<file path="src/rtl/eprom_rd_pkg.sv">
package eprom_rd_pkg;

  typedef enum logic [1:0] {
    ST_IDLE   = 2'd0,
    ST_ACCESS = 2'd1,
    ST_FLOAT  = 2'd2
  } rd_state_e;

  // round a nanosecond figure up to whole clock cycles
  function automatic int cyc_ceil(input int ns, input int per);
    return (ns + per - 1) / per;
  endfunction

  function automatic int imax(input int a, input int b);
    return (a > b) ? a : b;
  endfunction

endpackage

</file>
<file path="src/rtl/eprom_rd_seq.sv">
module eprom_rd_seq
  import eprom_rd_pkg::*;
#(
  parameter int WAIT_CYC = 7,
  parameter int OE_OFF   = 2,
  parameter int DF_CYC   = 3,
  parameter int CNT_W    = 4
) (
  input  logic clk,
  input  logic rst_n,
  input  logic start,
  output logic idle,
  output logic oe_go,
  output logic capture
);

  localparam logic [CNT_W-1:0] WAIT_V = CNT_W'(WAIT_CYC);
  localparam logic [CNT_W-1:0] OFF_V  = CNT_W'(OE_OFF);
  localparam logic [CNT_W-1:0] DF_V   = CNT_W'(DF_CYC);

  rd_state_e        state;
  logic [CNT_W-1:0] cnt;
  logic [CNT_W-1:0] cnt_nx;

  // cnt holds the number of edges since the state was entered, minus one
  assign cnt_nx  = cnt + 1'b1;
  assign idle    = (state == ST_IDLE);
  assign oe_go   = (state == ST_ACCESS) && (cnt_nx == OFF_V);
  assign capture = (state == ST_ACCESS) && (cnt_nx == WAIT_V);

  always_ff @(posedge clk or negedge rst_n) begin
    if (!rst_n) begin
      state <= ST_IDLE;
      cnt   <= '0;
    end else begin
      unique case (state)
        ST_IDLE: begin
          cnt <= '0;
          if (start) state <= ST_ACCESS;
        end
        ST_ACCESS: begin
          if (capture) begin
            state <= ST_FLOAT;
            cnt   <= '0;
          end else begin
            cnt <= cnt_nx;
          end
        end
        ST_FLOAT: begin
          if (cnt_nx >= DF_V) begin
            state <= ST_IDLE;
            cnt   <= '0;
          end else begin
            cnt <= cnt_nx;
          end
        end
        default: begin
          state <= ST_IDLE;
          cnt   <= '0;
        end
      endcase
    end
  end

  AST_ACCESS_BOUND: assert property (@(posedge clk) disable iff (!rst_n)
    (state == ST_ACCESS) |-> (cnt < WAIT_V));

  AST_FLOAT_BOUND: assert property (@(posedge clk) disable iff (!rst_n)
    (state == ST_FLOAT) |-> (cnt < DF_V));

  AST_FLOAT_AFTER_CAPTURE: assert property (@(posedge clk) disable iff (!rst_n)
    capture |=> (state == ST_FLOAT));

endmodule

</file>
<file path="src/rtl/eprom_rd_pins.sv">
module eprom_rd_pins #(
  parameter int ADDR_W = 16,
  parameter int DATA_W = 8,
  parameter int OE_OFF = 2
) (
  input  logic              clk,
  input  logic              rst_n,
  input  logic              start,
  input  logic [ADDR_W-1:0] addr_in,
  input  logic              oe_go,
  input  logic              capture,
  input  logic [DATA_W-1:0] dq,
  output logic [ADDR_W-1:0] mem_addr,
  output logic              ce_n,
  output logic              oe_n,
  output logic              rsp_valid,
  output logic [DATA_W-1:0] rsp_data
);

  logic oe_set;

  // zero offset: output enable goes low with chip select
  generate
    if (OE_OFF == 0) begin : g_oe_now
      assign oe_set = start;
      logic unused_go;
      assign unused_go = oe_go;
    end else begin : g_oe_late
      assign oe_set = oe_go;
    end
  endgenerate

  always_ff @(posedge clk or negedge rst_n) begin
    if (!rst_n) begin
      mem_addr  <= '0;
      ce_n      <= 1'b1;
      oe_n      <= 1'b1;
      rsp_valid <= 1'b0;
      rsp_data  <= '0;
    end else begin
      rsp_valid <= capture;
      if (start) begin
        mem_addr <= addr_in;
        ce_n     <= 1'b0;
      end else if (capture) begin
        ce_n <= 1'b1;
      end
      if (capture)     oe_n <= 1'b1;
      else if (oe_set) oe_n <= 1'b0;
      if (capture) rsp_data <= dq;
    end
  end

  AST_OE_WITH_CE: assert property (@(posedge clk) disable iff (!rst_n)
    !oe_n |-> !ce_n);

  AST_ADDR_HELD: assert property (@(posedge clk) disable iff (!rst_n)
    (!ce_n && $past(!ce_n)) |-> $stable(mem_addr));

  AST_ONE_PULSE: assert property (@(posedge clk) disable iff (!rst_n)
    rsp_valid |=> !rsp_valid);

  AST_RELEASED: assert property (@(posedge clk) disable iff (!rst_n)
    rsp_valid |-> (ce_n && oe_n));

endmodule

</file>
<file path="src/rtl/eprom_rd_ctrl.sv">
module eprom_rd_ctrl
  import eprom_rd_pkg::*;
#(
  parameter int ADDR_W        = 16,
  parameter int DATA_W        = 8,
  parameter int CLK_PERIOD_NS = 10,
  parameter int T_ACC_NS      = 55,
  parameter int T_CE_NS       = 55,
  parameter int T_OE_NS       = 35,
  parameter int T_DF_NS       = 25
) (
  input  logic              clk,
  input  logic              rst_n,
  input  logic              req_valid,
  output logic              req_ready,
  input  logic [ADDR_W-1:0] req_addr,
  output logic              busy,
  output logic              rsp_valid,
  output logic [DATA_W-1:0] rsp_data,
  output logic [ADDR_W-1:0] mem_addr,
  output logic              mem_ce_n,
  output logic              mem_oe_n,
  input  logic [DATA_W-1:0] mem_dq
);

  localparam int ACC_CYC  = imax(1, cyc_ceil(T_ACC_NS, CLK_PERIOD_NS));
  localparam int CE_CYC   = imax(1, cyc_ceil(T_CE_NS, CLK_PERIOD_NS));
  localparam int OE_CYC   = imax(1, cyc_ceil(T_OE_NS, CLK_PERIOD_NS));
  localparam int DF_CYC   = imax(1, cyc_ceil(T_DF_NS, CLK_PERIOD_NS));
  localparam int OE_OFF   = imax(0, (T_ACC_NS - T_OE_NS) / CLK_PERIOD_NS);
  localparam int WAIT_CYC = imax(imax(ACC_CYC, CE_CYC), OE_OFF + OE_CYC);
  localparam int CNT_W    = $clog2(WAIT_CYC + DF_CYC + 2) + 1;

  logic idle, start, oe_go, capture;

  assign start     = req_valid && idle;
  assign req_ready = idle;
  assign busy      = !idle;

  eprom_rd_seq #(
    .WAIT_CYC (WAIT_CYC),
    .OE_OFF   (OE_OFF),
    .DF_CYC   (DF_CYC),
    .CNT_W    (CNT_W)
  ) u_seq (
    .clk     (clk),
    .rst_n   (rst_n),
    .start   (start),
    .idle    (idle),
    .oe_go   (oe_go),
    .capture (capture)
  );

  eprom_rd_pins #(
    .ADDR_W (ADDR_W),
    .DATA_W (DATA_W),
    .OE_OFF (OE_OFF)
  ) u_pins (
    .clk       (clk),
    .rst_n     (rst_n),
    .start     (start),
    .addr_in   (req_addr),
    .oe_go     (oe_go),
    .capture   (capture),
    .dq        (mem_dq),
    .mem_addr  (mem_addr),
    .ce_n      (mem_ce_n),
    .oe_n      (mem_oe_n),
    .rsp_valid (rsp_valid),
    .rsp_data  (rsp_data)
  );

  // pin-level age counters used only by the timing properties below
  logic [CNT_W-1:0] sel_age;
  logic [CNT_W-1:0] rel_age;

  always_ff @(posedge clk or negedge rst_n) begin
    if (!rst_n) begin
      sel_age <= '0;
      rel_age <= CNT_W'(DF_CYC);
    end else begin
      sel_age <= mem_ce_n ? '0 : sel_age + 1'b1;
      if (!mem_ce_n)                       rel_age <= '0;
      else if (rel_age < CNT_W'(DF_CYC))   rel_age <= rel_age + 1'b1;
    end
  end

  AST_WAIT_MET: assert property (@(posedge clk) disable iff (!rst_n)
    rsp_valid |-> (sel_age == CNT_W'(WAIT_CYC)));

  AST_OE_OFFSET: assert property (@(posedge clk) disable iff (!rst_n)
    $fell(mem_oe_n) |-> (sel_age == CNT_W'(OE_OFF)));

  AST_FLOAT_GAP: assert property (@(posedge clk) disable iff (!rst_n)
    $fell(mem_ce_n) |-> (rel_age >= CNT_W'(DF_CYC)));

  AST_READY_QUIET: assert property (@(posedge clk) disable iff (!rst_n)
    req_ready |-> (mem_ce_n && mem_oe_n && !rsp_valid));

endmodule

</file>
<file path="config.mk">
export PLATFORM = sky130hd
export DESIGN_NAME = eprom_rd_ctrl
export DESIGN_NICKNAME = d
export VERILOG_FILES = /design/src/rtl/eprom_rd_pkg.sv /design/src/rtl/eprom_rd_seq.sv /design/src/rtl/eprom_rd_pins.sv /design/src/rtl/eprom_rd_ctrl.sv
export SDC_FILE = /design/constraint.sdc
export NUM_CORES = 1
export LEC_CHECK = 0
export ABC_AREA = 1
export ABC_CLOCK_PERIOD_IN_PS = 1300
export BUFFER_PORTS_ARGS = -buffer_cell sky130_fd_sc_hd__clkbuf_2
export CAP_MARGIN = 0
export CORE_AREA = 10 10 77 79
export CTS_BUF_LIST = sky130_fd_sc_hd__clkbuf_8
export CTS_CLUSTER_SIZE = 20
export DETAILED_ROUTE_END_ITERATION = 8
export DIE_AREA = 0 0 87 89
export SYNTH_ARGS = -nofsm -noshare
export SYNTH_HDL_FRONTEND = slang
export SYNTH_SLANG_ARGS = --single-unit
</file>
<file path="constraint.sdc">
create_clock -name clk -period 1.3 [get_ports clk]
set_input_delay 0.13 -clock clk [delete_from_list [all_inputs] [get_ports clk]]
set_output_delay 0.13 -clock clk [all_outputs]
set_load 0.02 [all_outputs]
</file>
-- After elaboration in Yosys (flattened, before gate mapping)
Index checks and enable logic that the tools add are counted.
- flip-flop bits (word level): 34
- bits of input ports: 27
- add/sub/neg operators: 1
- magnitude comparators: 1
- equality and inequality tests: 7
- mux-type cells: 11
- reduce and logical (&&, ||, !) cells: 8
- operators by type and width (kind ; count):
    5-bit two-way mux ; 2
    5-bit case mux with 2 select lines ; 1
    2-bit two-way mux ; 3
    2-bit by 1-bit != test with 1-bit output, second input constant ; 3
    2-bit case mux with 3 select lines ; 1
    5-bit by 1-bit adder with 5-bit output, second input constant ; 1
    5-bit by 2-bit equality test with 1-bit output, second input constant ; 1
    5-bit by 3-bit equality test with 1-bit output, second input constant ; 1
    5-bit by 2-bit >= comparator with 1-bit output, second input constant ; 1
    1-bit two-way mux ; 4
    2-bit nonzero test ; 2
    1-bit logical AND ; 3
    3-bit AND reduction ; 1
    2-bit by 1-bit equality test with 1-bit output, second input constant ; 1
    2-bit equality test, second input constant ; 1
    2-bit zero test ; 1
    1-bit zero test ; 1

-- Depth between registers and ports, before layout
Gate-level depths: netlist of run 1.
- word-level depth: 5
- gate-level depth with buffers: 11

-- Cells and area by module
A second synthesis of run 1 with hierarchy kept.
- cells, all modules: 181
- area total of the unflattened synthesis: 1576.5 um^2
- by module, submodules not included (module ; times used ; cells an instance ; area each (um^2) ; seq. area each (um^2)):
    eprom_rd_pins ; 1 ; 110 ; 1032.2 ; 678.2
    eprom_rd_seq ; 1 ; 68 ; 533.0 ; 175.2
    eprom_rd_ctrl ; 1 ; 3 ; 11.3 ; 0.0

-- Worst setup path after synthesis of run 1
No wires, ideal clock.
- kind: flip-flop to flip-flop
- start point: reg u_seq.state[0]
- end point: reg u_pins.mem_addr[0]
- library setup time: 116 ps
- arrival time: 1409 ps
- data required time: 1184 ps
- slack: -225 ps
- cell stages (with the launch flop): 8
- path buffers: 1
- period minus slack after synthesis: 1525 ps
- cell sequence: dfrtp_1 inv_1 ha_1 nand2_1 clkinv_1 buf_2 nand2_1 nand2_1
- cells in the longest elaborated chain, start to end: 2
- RTL lines (what ; line ; RTL):
    start, declared ; eprom_rd_seq.sv:21 ; rd_state_e state;
    start signal, assigned ; eprom_rd_seq.sv:33 ; state <= ST_IDLE;
    start signal, assigned ; eprom_rd_seq.sv:39 ; if (start) state <= ST_ACCESS;
    start signal, assigned ; eprom_rd_seq.sv:43 ; state <= ST_FLOAT;
    2-bit zero test ; eprom_rd_seq.sv:27 ; assign idle = (state == ST_IDLE);
    named net req_ready ; eprom_rd_ctrl.sv:15 ; output logic req_ready,
    1-bit logical AND ; eprom_rd_ctrl.sv:36 ; assign start = req_valid && idle;
    end signal, assigned ; eprom_rd_pins.sv:43 ; mem_addr <= addr_in;
    end, declared ; eprom_rd_pins.sv:13 ; output logic [ADDR_W-1:0] mem_addr,
The timed path passes the listed nets, and every way through them passes these cells.
A chain may end at the register's enable or synchronous reset.

-- Worst setup path in the final report of run 1
- start point: reg u_seq.cnt[0]
- end point: reg u_pins.ce_n
- cells in the longest elaborated chain, start to end: 4
- RTL lines (what ; line ; RTL):
    start, declared ; eprom_rd_seq.sv:22 ; logic [CNT_W-1:0] cnt;
    start signal, assigned ; eprom_rd_seq.sv:46 ; cnt <= cnt_nx;
    start signal, assigned ; eprom_rd_seq.sv:54 ; cnt <= cnt_nx;
    5-bit by 1-bit adder with 5-bit output ; eprom_rd_seq.sv:26 ; assign cnt_nx = cnt + 1'b1;
    5-bit by 3-bit equality test with 1-bit output ; eprom_rd_seq.sv:29 ; assign capture = (state == ST_ACCESS) && (cnt_nx == WAIT_V);
    1-bit logical AND ; eprom_rd_seq.sv:29 ;
    2-bit nonzero test (no line) ; -- ;
    end signal, assigned ; eprom_rd_pins.sv:36 ; ce_n <= 1'b1;
    end signal, assigned ; eprom_rd_pins.sv:44 ; ce_n <= 1'b0;
    end signal, assigned ; eprom_rd_pins.sv:46 ; ce_n <= 1'b1;
    end, declared ; eprom_rd_pins.sv:14 ; output logic ce_n,
No other way between the ends.

==> results of run 1 <==
-- power by group through the flow --
stage	logic, uW	registers, uW	clock network, uW
after floorplan	546	1810	0
after global placement	1520	1510	0
after detailed placement	1540	1500	0
after CTS	1670	1490	1200
after global routing	2110	1550	1250
final	1920	1510	1180
-- cells by family after synthesis --
| kind of cell | count (synthesis) |
|---|---|
| simple gates | 113 |
| flops | 34 |
| buf+inv | 21 |
| fa+ha+maj | 6 |
| compound gates | 3 |
-- sequential cells by signal, indices dropped and copies added (netlist names) --
register / count
u_pins.mem_addr: 16
u_pins.rsp_data: 8
u_seq.cnt: 5
u_seq.state: 2
u_pins.ce_n: 1
u_pins.oe_n: 1
u_pins.rsp_valid: 1
-- routing by layer --
| layer | part of all wire, % | track usage [%] |
|---|---|---|
| met2 | 51 | 18.7 |
| met3 | 5.6 | 4.01 |
| met4 | 0.55 | 3.09 |
| met1 | 43 | 12.1 |
| met5 | 0 | 0 |
-- Yosys cell counts (all sizes together) --
cell     n  area, sq um
a21oi    2         21.3
buf      2         16.3
clkbuf   1         3.75
clkinv   1         3.75
dfrtp   32          801
dfstp    2         52.6
ha       6         75.1
inv     17         63.8
nand2   93          354
nand3    7         40.0
nand4    5         31.3
nor2     5         21.3
nor3     2         10.0
o21ai    1         5.00
or2      1         6.26
-- critical path, stage by stage (launching register included) --
cell     delay, ns
dfrtp_2       0.45
buf_6         0.14
nand3_1       0.09
nand2_1       0.07
nand2_2       0.14
nand3_4       0.12
inv_6         0.10
nand2_8       0.07
buf_6         0.12
a21oi_4       0.10
-- stage by stage --
stage	cell area (sq um)	hold WS, ns	utilization, %
floorplan	1520	-0.166	-
CTS	2260	0.0236	49.9
global route	2460	0.0253	54.3
global placement	1990	0.0949	43.9
finish	2460	0.0274	54.3
detailed placement	1990	0.0971	43.9
-- repair_timing --
item,CTS,global route
gates cloned,1,0
pin swaps,5,7
setup endpoints to repair,18,19
gates resized for setup,20,37
buffers inserted,7,5
hold buffers,1,0
endpoints found under the hold margin,13,0
-- final timing paths --
kind                            depth (start not counted)  slack, ns                              to
worst min-delay path                                    3       0.03  u_pins.rsp_data[6]$_DFFE_PN0P_
worst min register to register                          2       0.45         u_pins.oe_n$_DFFE_PN1P_
min in group asynchronous                               2       0.32          u_seq.cnt[3]$_DFF_PN0_
worst max-delay path                                    9      -0.18         u_pins.ce_n$_DFFE_PN1P_
max in group asynchronous                               3       0.52          u_seq.cnt[1]$_DFF_PN0_
worst max register to register                          9      -0.18         u_pins.ce_n$_DFFE_PN1P_
-- area by class of cell --
type | instances | area (sq um)
inverter | 18 | 82.6
timing repair buffer | 83 | 553
sequential | 34 | 856
clock inverter | 3 | 68.8
clock buffer | 5 | 68.8
tap | 54 | 67.6
multi-input combinational | 123 | 764
fill | 389 | 2070
==> flow_metrics.py, run 1 <==
metrics = {
    "status": {
        "status": "complete, but fails checks",
        "violations": "negative setup slack",
    },
    "global_route": {
        "grt_max_degree": 20,
        "grt_pass1_wl_um": 6730,
        "antenna_found_initial": 0,
        "grt_overflow": 0,
        "grt_pass1_vias": 1511,
        "grt.total_usage_pct": 10.8,
    },
    "route": {
        "vias_per_cell": 4.38,
        "drt_wl_total_um": 4190,
        "drt-initial-drc-count": 23,
        "first_pass_iters": 4,
        "detail-route-antenna-nets": 0,
        "num_vias": 1403,
        "drc_errors": 0,
        "wire_per_inst_um": 13.1,
    },
    "clock_tree": {
        "insertion_delay_ns": 0.29,
        "htree_num_levels": 2,
        "cts_max_path_buffers": 2,
        "cts_tree": "yes",
        "cts-root-buf": "clkbuf_8",
        "cts_inserted_buffers": 5,
        "cts_sinks": 34,
        "clk_pin_slew_ns": 0.08,
    },
    "sta": {
        "slew_viol_final": 0,
        "fin_setup_tns_ns": -2.01,
        "fin_crit_sh_pct": 114,
        "worstMarginPinSlew_ns": 0.453,
        "final_hold_viol_count": 0,
        "period_needed_ns": 1.48,
        "worst_slack_ns": -0.176,
        "rsz0062_at_grt": "yes",
        "setup_violations": 17,
        "max_slew_margin_pct": 69.8,
        "fmaxAchievable_ghz": 0.678,
        "skew_ns": 0.00669,
    },
    "power_and_ir_drop": {
        "seqPwrFrac_pct": 32.7,
        "intPower_uw": 2920,
        "switchingPower_uw": 1690,
        "power.density_nw_per_um2": 1870,
        "p_sw_share_pct": 36.6,
        "finalPower_uw": 4610,
        "ir_drop_uv": 973,
        "pwr-share-clk_pct": 25.6,
        "p_comb_share_pct": 41.6,
        "leakagePower_uw": 0.00127,
    },
    "placed_design": {
        "port_buffers": 55,
        "dp.cells": 300,
        "detailed_place_hpwl_um": 2930,
        "globalplace.congestion": 0.781,
        "place_ws_ns": -0.306,
    },
    "worst_setup_path": {
        "worstPathArrival_ns": 1.71,
        "crit_type": "register to register",
        "start_kind": "register",
        "crit_path_start": "u_seq.cnt[0]$_DFF_PN0_",
        "end_kind": "register",
        "crit_required_ns": 1.53,
        "cp_max_fo": 6,
        "timing.rr.start": "u_seq.cnt[0]$_DFF_PN0_",
    },
    "floorplanning": {
        "fp-row-count": 25,
        "fp.dieW_um": 87,
        "initial_core_util_pct": 33.2,
        "die-area_sq_um": 7740,
        "io_pins": 56,
        "core_sq_um": 4540,
        "dieHeight_um": 89,
    },
    "logic_synthesis": {
        "ys_ff_latch": 34,
        "yosysWarnings": 0,
        "synth_compound_area_share_pct": 1.75,
        "synth-adder-area-share_pct": 4.99,
        "syn_inst": 177,
        "synth_xor_xnor_area_share_pct": 0,
        "synthSimpleGateAreaFrac_pct": 30.8,
        "synth_cell_types": 21,
        "syn-cell-area_sq_um": 1510,
        "synth.avg_cell_area_sq_um": 8.50,
        "synth_top_family_by_area": "simple AND/OR/NAND/NOR gates",
        "yosysSeqAreaShare_pct": 56.7,
        "muxShareOfSynthArea_pct": 0,
        "syn_nets": 210,
    },
    "layout": {
        "areaGrowthSynthToFinish_pct": 63.5,
        "instances_no_fill": 320,
        "layout_common_cells": "nand2_1, clkbuf_2, dfrtp_1, buf_4, nand2_2",
        "diodes": 0,
        "drive_above_1_share_pct": 51.5,
        "nets": 298,
        "final_common_cell": "nand2_1",
    },
    "min_path": {
        "hold_start": "mem_dq[6]",
        "hold_class": "primary input to register",
    },
    "run": {
        "drv_cap": 0,
    },
}
Note: power is estimated with default switching activity, not from simulation.
==> run 2, diff against run 1 <==
--- a/config.mk
+++ b/config.mk
@@ -14,6 +14,7 @@
 export CTS_CLUSTER_SIZE = 20
 export DETAILED_ROUTE_END_ITERATION = 8
 export DIE_AREA = 0 0 87 89
+export SLEW_MARGIN = 20
 export SYNTH_ARGS = -nofsm -noshare
 export SYNTH_HDL_FRONTEND = slang
 export SYNTH_SLANG_ARGS = --single-unit
==> constraint.sdc (replaced) <==
create_clock -name clk -period 1.3 [get_ports clk]
set_input_delay 0.13 -clock clk [delete_from_list [all_inputs] [get_ports clk]]
set_output_delay 0.13 -clock clk [all_outputs]
set_load 0.1 [all_outputs]
==> run 2 against run 1 <==
Net effect:
- die area unchanged
- power is 38% higher
- final area up 1.1%
- largest cell class unchanged
- register-to-register slack got worse by 0.04 ns
- routed wire length down 5.5%
- the run still ends with negative setup slack left
- sequential power about the same
- highest routed layer unchanged
- via count fell by 2.1%
- sequential share of layout area is 0.37 points lower
- first-iteration DRC count rose by 43%
- worst setup slack got worse by 0.039 ns
- clock power about the same
==> flow_metrics.py, run 2 (synthesis gave the netlist of run 1 again) <==
metrics = {
    "status": {
        "status": "complete, but fails checks",
        "violations": "negative setup slack",
    },
    "global_route": {
        "grt.total_usage_pct": 9.92,
        "grt_pass1_wl_um": 6210,
        "antenna_found_initial": 0,
        "grt_max_degree": 20,
        "grt_overflow": 0,
        "grt_pass1_vias": 1459,
    },
    "clock_tree": {
        "cts_sinks": 34,
        "htree_num_levels": 2,
        "cts_tree": "yes",
        "cts_inserted_buffers": 5,
        "insertion_delay_ns": 0.28,
        "clk_pin_slew_ns": 0.07,
        "cts_max_path_buffers": 2,
        "cts-root-buf": "clkbuf_8",
    },
    "power_and_ir_drop": {
        "ir_drop_uv": 2010,
        "pwr-share-clk_pct": 18.3,
        "p_sw_share_pct": 52.1,
        "seqPwrFrac_pct": 23.9,
        "leakagePower_uw": 0.00127,
        "switchingPower_uw": 3320,
        "power.density_nw_per_um2": 2560,
        "p_comb_share_pct": 57.9,
        "intPower_uw": 3050,
    },
    "worst_setup_path": {
        "reg2reg_to": "u_pins.rsp_data[2]$_DFFE_PN0P_",
        "reg2regPathDepth": 11,
        "cp_max_fo": 8,
        "worstPathArrival_ns": 1.69,
        "path_buf_inv": 5,
        "timing.rr.start": "u_seq.cnt[1]$_DFF_PN0_",
        "crit_type": "register to register",
        "crit_chain": "buf_6 -> inv_2 -> ha_2 -> inv_2 -> nor2_4 -> nand3_2 -> inv_2 -> nand2_4 -> buf_12 -> nand2_1 -> nand2_1",
        "cp_num_cells": 11,
        "cp_slowest_stage_delay_ns": 0.46,
        "crit_top_cell": "inv_2",
        "ff2ff_setup_slack_ns": -0.21,
        "crit_required_ns": 1.48,
        "critPathSlowestCell": "dfrtp_2",
        "start_kind": "register",
        "path_delay_family": "buffers and inverters",
        "end_kind": "register",
    },
    "route": {
        "drt-initial-drc-count": 33,
        "vias_per_cell": 4.35,
        "first_pass_iters": 2,
        "wire_per_inst_um": 12.5,
        "drt_wl_total_um": 3960,
        "num_vias": 1374,
        "drc_errors": 0,
        "detail-route-antenna-nets": 0,
    },
    "placed_design": {
        "detailed_place_hpwl_um": 2970,
        "place_ws_ns": -0.208,
        "port_buffers": 55,
        "globalplace.congestion": 0.812,
    },
    "sta": {
        "rsz0062_at_grt": "yes",
        "max_slew_margin_pct": 72.3,
        "skew_ns": 0.00467,
        "period_needed_ns": 1.51,
        "slew_viol_final": 0,
        "worst_slack_ns": -0.215,
        "final_hold_viol_count": 0,
        "setup_violations": 18,
        "fin_crit_sh_pct": 117,
        "worstMarginPinSlew_ns": 0.415,
        "fin_setup_tns_ns": -2.84,
        "fmaxAchievable_ghz": 0.660,
    },
    "layout": {
        "largest_reg_flops": 16,
        "reg_top3": "u_pins.mem_addr x16, u_pins.rsp_data x8, u_seq.cnt x5",
        "layout_common_cells": "nand2_1, buf_4, dfrtp_1, clkbuf_2, nand2_2",
        "regMostFlops": "u_pins.mem_addr",
        "drive_above_1_share_pct": 53.1,
        "final_common_cell": "nand2_1",
        "nets": 294,
        "areaGrowthSynthToFinish_pct": 65.3,
        "diodes": 0,
    },
    "run": {
        "drv_cap": 0,
    },
    "floorplanning": {
        "core_sq_um": 4540,
        "dieHeight_um": 89,
        "fp.dieW_um": 87,
        "fp-row-count": 25,
        "die-area_sq_um": 7740,
        "initial_core_util_pct": 33.2,
        "io_pins": 56,
    },
    "min_path": {
        "hold_path_depth": 3,
        "hold_class": "primary input to register",
        "hold_start": "req_addr[1]",
        "hold-path-endpoint": "u_pins.mem_addr[1]$_DFFE_PN0P_",
    },
}
==> run 2: cell count changes in the layout (fill, tap and decap cells not counted), moves of 3 or more <==
cell,previous run,this run
nand2_2,9,14
buf_4,19,44
buf_12,3,6
nand2_4,2,6
inv_2,7,10
nand2_1,82,73
clkbuf_2,54,26
==> run 2: final cells by class <==
cell class,instances,area (sq um)
fill,410,2050
sequential,34,856
multi-input combinational,122,728
timing repair buffer,80,624
inverter,18,73.8
clock buffer,5,68.8
clock inverter,3,68.8
tap,54,67.6
==> run 2: what timing repair did <==
| action | CTS | global route |
|---|---|---|
| hold endpoints to repair | 14 | 0 |
| setup endpoints to repair | 17 | 19 |
| setup buffers | 3 | 5 |
| resized for setup | 5 | 41 |
| hold buffers | 1 | 0 |
| pin swaps | 2 | 16 |
==> run 2: stage by stage <==
stage	cells	instance area (sq um)	hold slack (ns)	utilization (%)	total power, uW
after global placement	299	2130	0.0835	47.0	5000
after detailed placement	299	2130	0.0811	47.0	5020
final	316	2490	0.0333	54.8	6370
after global routing	316	2490	0.0321	54.8	6680
after CTS	311	2320	0.0325	51.1	6260
after floorplan	177	1540	-0.166	-	4100
==> run 2: power by group through the flow <==
| stage | Combinational, uW | Clock, uW | Sequential (uW) |
|---|---|---|---|
| 3_5_place_dp | 3510 | 0 | 1520 |
| 2_1_floorplan | 789 | 0 | 3310 |
| 6_report | 3690 | 1160 | 1520 |
| 3_3_place_gp | 3470 | 0 | 1530 |
| 4_1_cts | 3570 | 1190 | 1500 |
| 5_1_grt | 3880 | 1250 | 1550 |
==> run 2: worst max path at each step <==
stage | endpoint | startpoint
floorplan | u_seq.state[1]$_DFFE_PN0P_ | u_seq.state[1]$_DFFE_PN0P_
global route | u_pins.rsp_data[1]$_DFFE_PN0P_ | u_seq.cnt[1]$_DFF_PN0_
detailed placement | u_pins.rsp_data[0]$_DFFE_PN0P_ | u_seq.cnt[0]$_DFF_PN0_
finish | u_pins.rsp_data[2]$_DFFE_PN0P_ | u_seq.cnt[1]$_DFF_PN0_
CTS | u_seq.cnt[1]$_DFF_PN0_ | u_seq.cnt[1]$_DFF_PN0_
global placement | u_pins.rsp_data[5]$_DFFE_PN0P_ | u_seq.cnt[0]$_DFF_PN0_
==> run 2: layer usage <==
metal | vias up | share of wire, % | global-route usage (%)
met1 | 628 | 39 | 10.8
met5 | - | 0 | 0
met4 | 0 | 1.1 | 3.09
met3 | 6 | 7.1 | 4.74
li1 | 707 | - | -
met2 | 33 | 52 | 16.7
==> run 2: worst reg2reg max path, stage by stage, from the launching register on <==
cell	delay, ns
dfrtp_2	0.46
buf_6	0.14
inv_2	0.04
ha_2	0.18
inv_2	0.05
nor2_4	0.07
nand3_2	0.07
inv_2	0.08
nand2_4	0.07
buf_12	0.16
nand2_1	0.06
nand2_1	0.04
==> run 3, diff against run 2 <==
--- a/config.mk
+++ b/config.mk
@@ -6,7 +6,6 @@
 export NUM_CORES = 1
 export LEC_CHECK = 0
 export ABC_AREA = 1
-export ABC_CLOCK_PERIOD_IN_PS = 1300
 export BUFFER_PORTS_ARGS = -buffer_cell sky130_fd_sc_hd__clkbuf_2
 export CAP_MARGIN = 0
 export CORE_AREA = 10 10 77 79
==> constraint.sdc (replaced) <==
create_clock -name clk -period 1.9 [get_ports clk]
set_input_delay 0.19 -clock clk [delete_from_list [all_inputs] [get_ports clk]]
set_output_delay 0.19 -clock clk [all_outputs]
set_load 0.1 [all_outputs]
==> run 3 against run 2 <==
Net effect:
- the flow now finishes without violations
- register-to-register slack improved by 0.44 ns
- cell count decreased by 6.6%
- first-iteration DRC count increased by 88%
- power decreased by 42%
- flip-flop and latch count unchanged
- worst setup slack improved by 0.44 ns
- clock power decreased by 52%
- core utilization decreased by 11 points
- sequential power decreased by 32%
- largest power group unchanged
- highest routed layer unchanged
==> flow_metrics.py, run 3 (synthesis gave the netlist of run 1 again) <==
metrics = {
    "layout": {
        "reg_top3": "u_pins.mem_addr x16, u_pins.rsp_data x8, u_seq.cnt x5",
        "areaGrowthSynthToFinish_pct": 31.6,
        "diodes": 0,
        "final_common_cell": "nand2_1",
        "largest_reg_flops": 16,
        "regMostFlops": "u_pins.mem_addr",
        "drive_above_1_share_pct": 34.9,
        "nFillCells": 455,
        "nets": 273,
        "final_core_utilization_pct": 43.7,
        "layout_common_cells": "nand2_1, clkbuf_2, dfrtp_1, inv_1",
    },
    "worst_setup_path": {
        "ff2ff_setup_slack_ns": 0.23,
        "end_kind": "register",
        "crit_top_cell": "nand2_1",
        "reg2reg_to": "u_pins.rsp_data[5]$_DFFE_PN0P_",
        "start_kind": "register",
        "worstPathArrival_ns": 1.90,
        "cp_slowest_stage_delay_ns": 0.44,
        "crit_chain": "ha_1 -> inv_1 -> nand2_1 -> nand2_1 -> nor2_2 -> nand3_2 -> inv_2 -> nand2_2 -> inv_2 -> nand2_1 -> nand2_1",
        "crit_required_ns": 2.13,
        "reg2regPathDepth": 11,
        "crit_type": "register to register",
        "cp_max_fo": 11,
        "timing.rr.start": "u_seq.cnt[1]$_DFF_PN0_",
        "critPathSlowestCell": "dfrtp_1",
    },
    "min_path": {
        "hold_class": "primary input to register",
        "hold_path_depth": 3,
        "hold-path-endpoint": "u_pins.mem_addr[3]$_DFFE_PN0P_",
        "hold_start": "req_addr[3]",
    },
    "sta": {
        "final_hold_viol_count": 0,
        "slew_viol_final": 0,
        "period_needed_ns": 1.67,
        "skew_ns": 0.00552,
        "max_slew_margin_pct": 63.4,
        "fmaxAchievable_ghz": 0.599,
        "fin_crit_sh_pct": 87.9,
        "worstMarginPinSlew_ns": 0.551,
        "rsz0062_at_grt": "no",
        "setup_violations": 0,
    },
    "placed_design": {
        "globalplace.congestion": 0.826,
        "detailed_place_hpwl_um": 2710,
        "port_buffers": 55,
    },
    "floorplanning": {
        "die-area_sq_um": 7740,
        "fp.dieW_um": 87,
        "core_sq_um": 4540,
        "dieHeight_um": 89,
        "initial_core_util_pct": 33.2,
        "io_pins": 56,
        "fp-row-count": 25,
    },
    "route": {
        "wire_per_inst_um": 11.9,
        "num_vias": 1286,
        "drt_wl_total_um": 3500,
        "detail-route-antenna-nets": 0,
        "first_pass_iters": 4,
        "drc_errors": 0,
        "drt-initial-drc-count": 62,
        "vias_per_cell": 4.36,
    },
    "power_and_ir_drop": {
        "power.density_nw_per_um2": 1860,
        "leakagePower_uw": 0.00108,
        "ir_drop_uv": 1040,
        "finalPower_uw": 3690,
    },
    "global_route": {
        "gr-usage-met1_pct": 10.4,
        "grt_overflow": 0,
        "antenna_found_initial": 0,
        "grt_max_degree": 35,
        "grt.total_usage_pct": 9.69,
        "met2_usage_pct": 15.9,
        "grt_util_met3_pct": 4.83,
        "grt_pass1_vias": 1343,
        "grt_pass1_wl_um": 5970,
        "top_usage_layer": "met2",
    },
    "clock_tree": {
        "cts_tree": "yes",
        "cts_max_path_buffers": 2,
        "htree_num_levels": 2,
        "clk_pin_slew_ns": 0.07,
        "cts-root-buf": "clkbuf_8",
        "cts_inserted_buffers": 5,
        "cts_sinks": 34,
        "cts_setup_buffers": 0,
        "insertion_delay_ns": 0.29,
    },
    "status": {
        "status": "finished clean",
    },
    "run": {
        "drv_cap": 0,
    },
}
[run 3: changes by cell type in the layout (fill, tap and decap cells not counted), sizes merged]
cell,previous run,this run
clkinvlp,1,2
bufinv,2,0
buf,53,3
clkbuf,31,61
[run 3: stage by stage]
step	instance area, sq um	cells	TNS (ns)	hold slack, ns	worst slack (ns)
after floorplan	1530	177	-0.155	-0.106	-0.0841
after global placement	1870	286	0	0.249	0.269
after detailed placement	1870	286	0	0.253	0.224
after CTS	1980	295	0	0.0866	0.208
after global routing	1980	295	0	0.0891	0.00630
final	1980	295	0	0.0934	0.230
[run 3: power breakdown]
| part | switching [uW] | leakage (uW) | internal [uW] | total [uW] |
|---|---|---|---|---|
| Clock | 267 | 0.0000472 | 291 | 558 |
| Combinational | 1780 | 0.000640 | 319 | 2100 |
| Sequential | 118 | 0.000396 | 914 | 1030 |
| Total | 2170 | 0.00108 | 1520 | 3690 |
[run 3: worst max-delay path by stage]
stage	startpoint	to	slack [ns]	cells past startpoint
2_1_floorplan	u_seq.state[1]$_DFFE_PN0P_	u_seq.state[1]$_DFFE_PN0P_	-0.08	6
3_3_place_gp	u_seq.cnt[0]$_DFF_PN0_	u_pins.rsp_data[5]$_DFFE_PN0P_	0.27	10
3_5_place_dp	u_seq.cnt[0]$_DFF_PN0_	u_pins.rsp_data[5]$_DFFE_PN0P_	0.22	11
4_1_cts	u_seq.cnt[0]$_DFF_PN0_	u_pins.rsp_data[5]$_DFFE_PN0P_	0.21	11
5_1_grt	u_seq.cnt[1]$_DFF_PN0_	u_pins.rsp_data[5]$_DFFE_PN0P_	0.006	11
6_report	u_seq.cnt[1]$_DFF_PN0_	u_pins.rsp_data[5]$_DFFE_PN0P_	0.23	11
[run 3: what timing repair did]
item	4_1_cts	5_1_grt
endpoints found under the setup margin	0	2
resized for setup	0	1
hold endpoints to repair	32	0
hold buffers	1	0
[run 3: final cells by class]
type | instances | area, sq um | share of cell area [%]
Timing Repair Buffer | 59 | 308 | 15.5
Clock inverter | 2 | 12.5 | 0.632
Inverter | 18 | 71.3 | 3.60
Clock buffer | 6 | 82.6 | 4.17
Tap cell | 54 | 67.6 | 3.41
Sequential cell | 34 | 855 | 43.1
Multi-Input combinational cell | 122 | 584 | 29.5
[run 3: critical path, delay by kind of cell (launching register included)]
family                   cells  cell delay, ns
AND/OR/NAND/NOR              7            0.63
flip-flops                   1            0.44
adder cells (fa/ha/maj)      1            0.24
buffers and inverters        3            0.29
[run 3: metal layers]
| metal | vias to the layer above | share of wire, % |
|---|---|---|
| li1 | 665 | - |
| met1 | 580 | 42 |
| met2 | 37 | 49 |
| met3 | 4 | 7.8 |
| met4 | 0 | 1.1 |
| met5 | - | 0 |
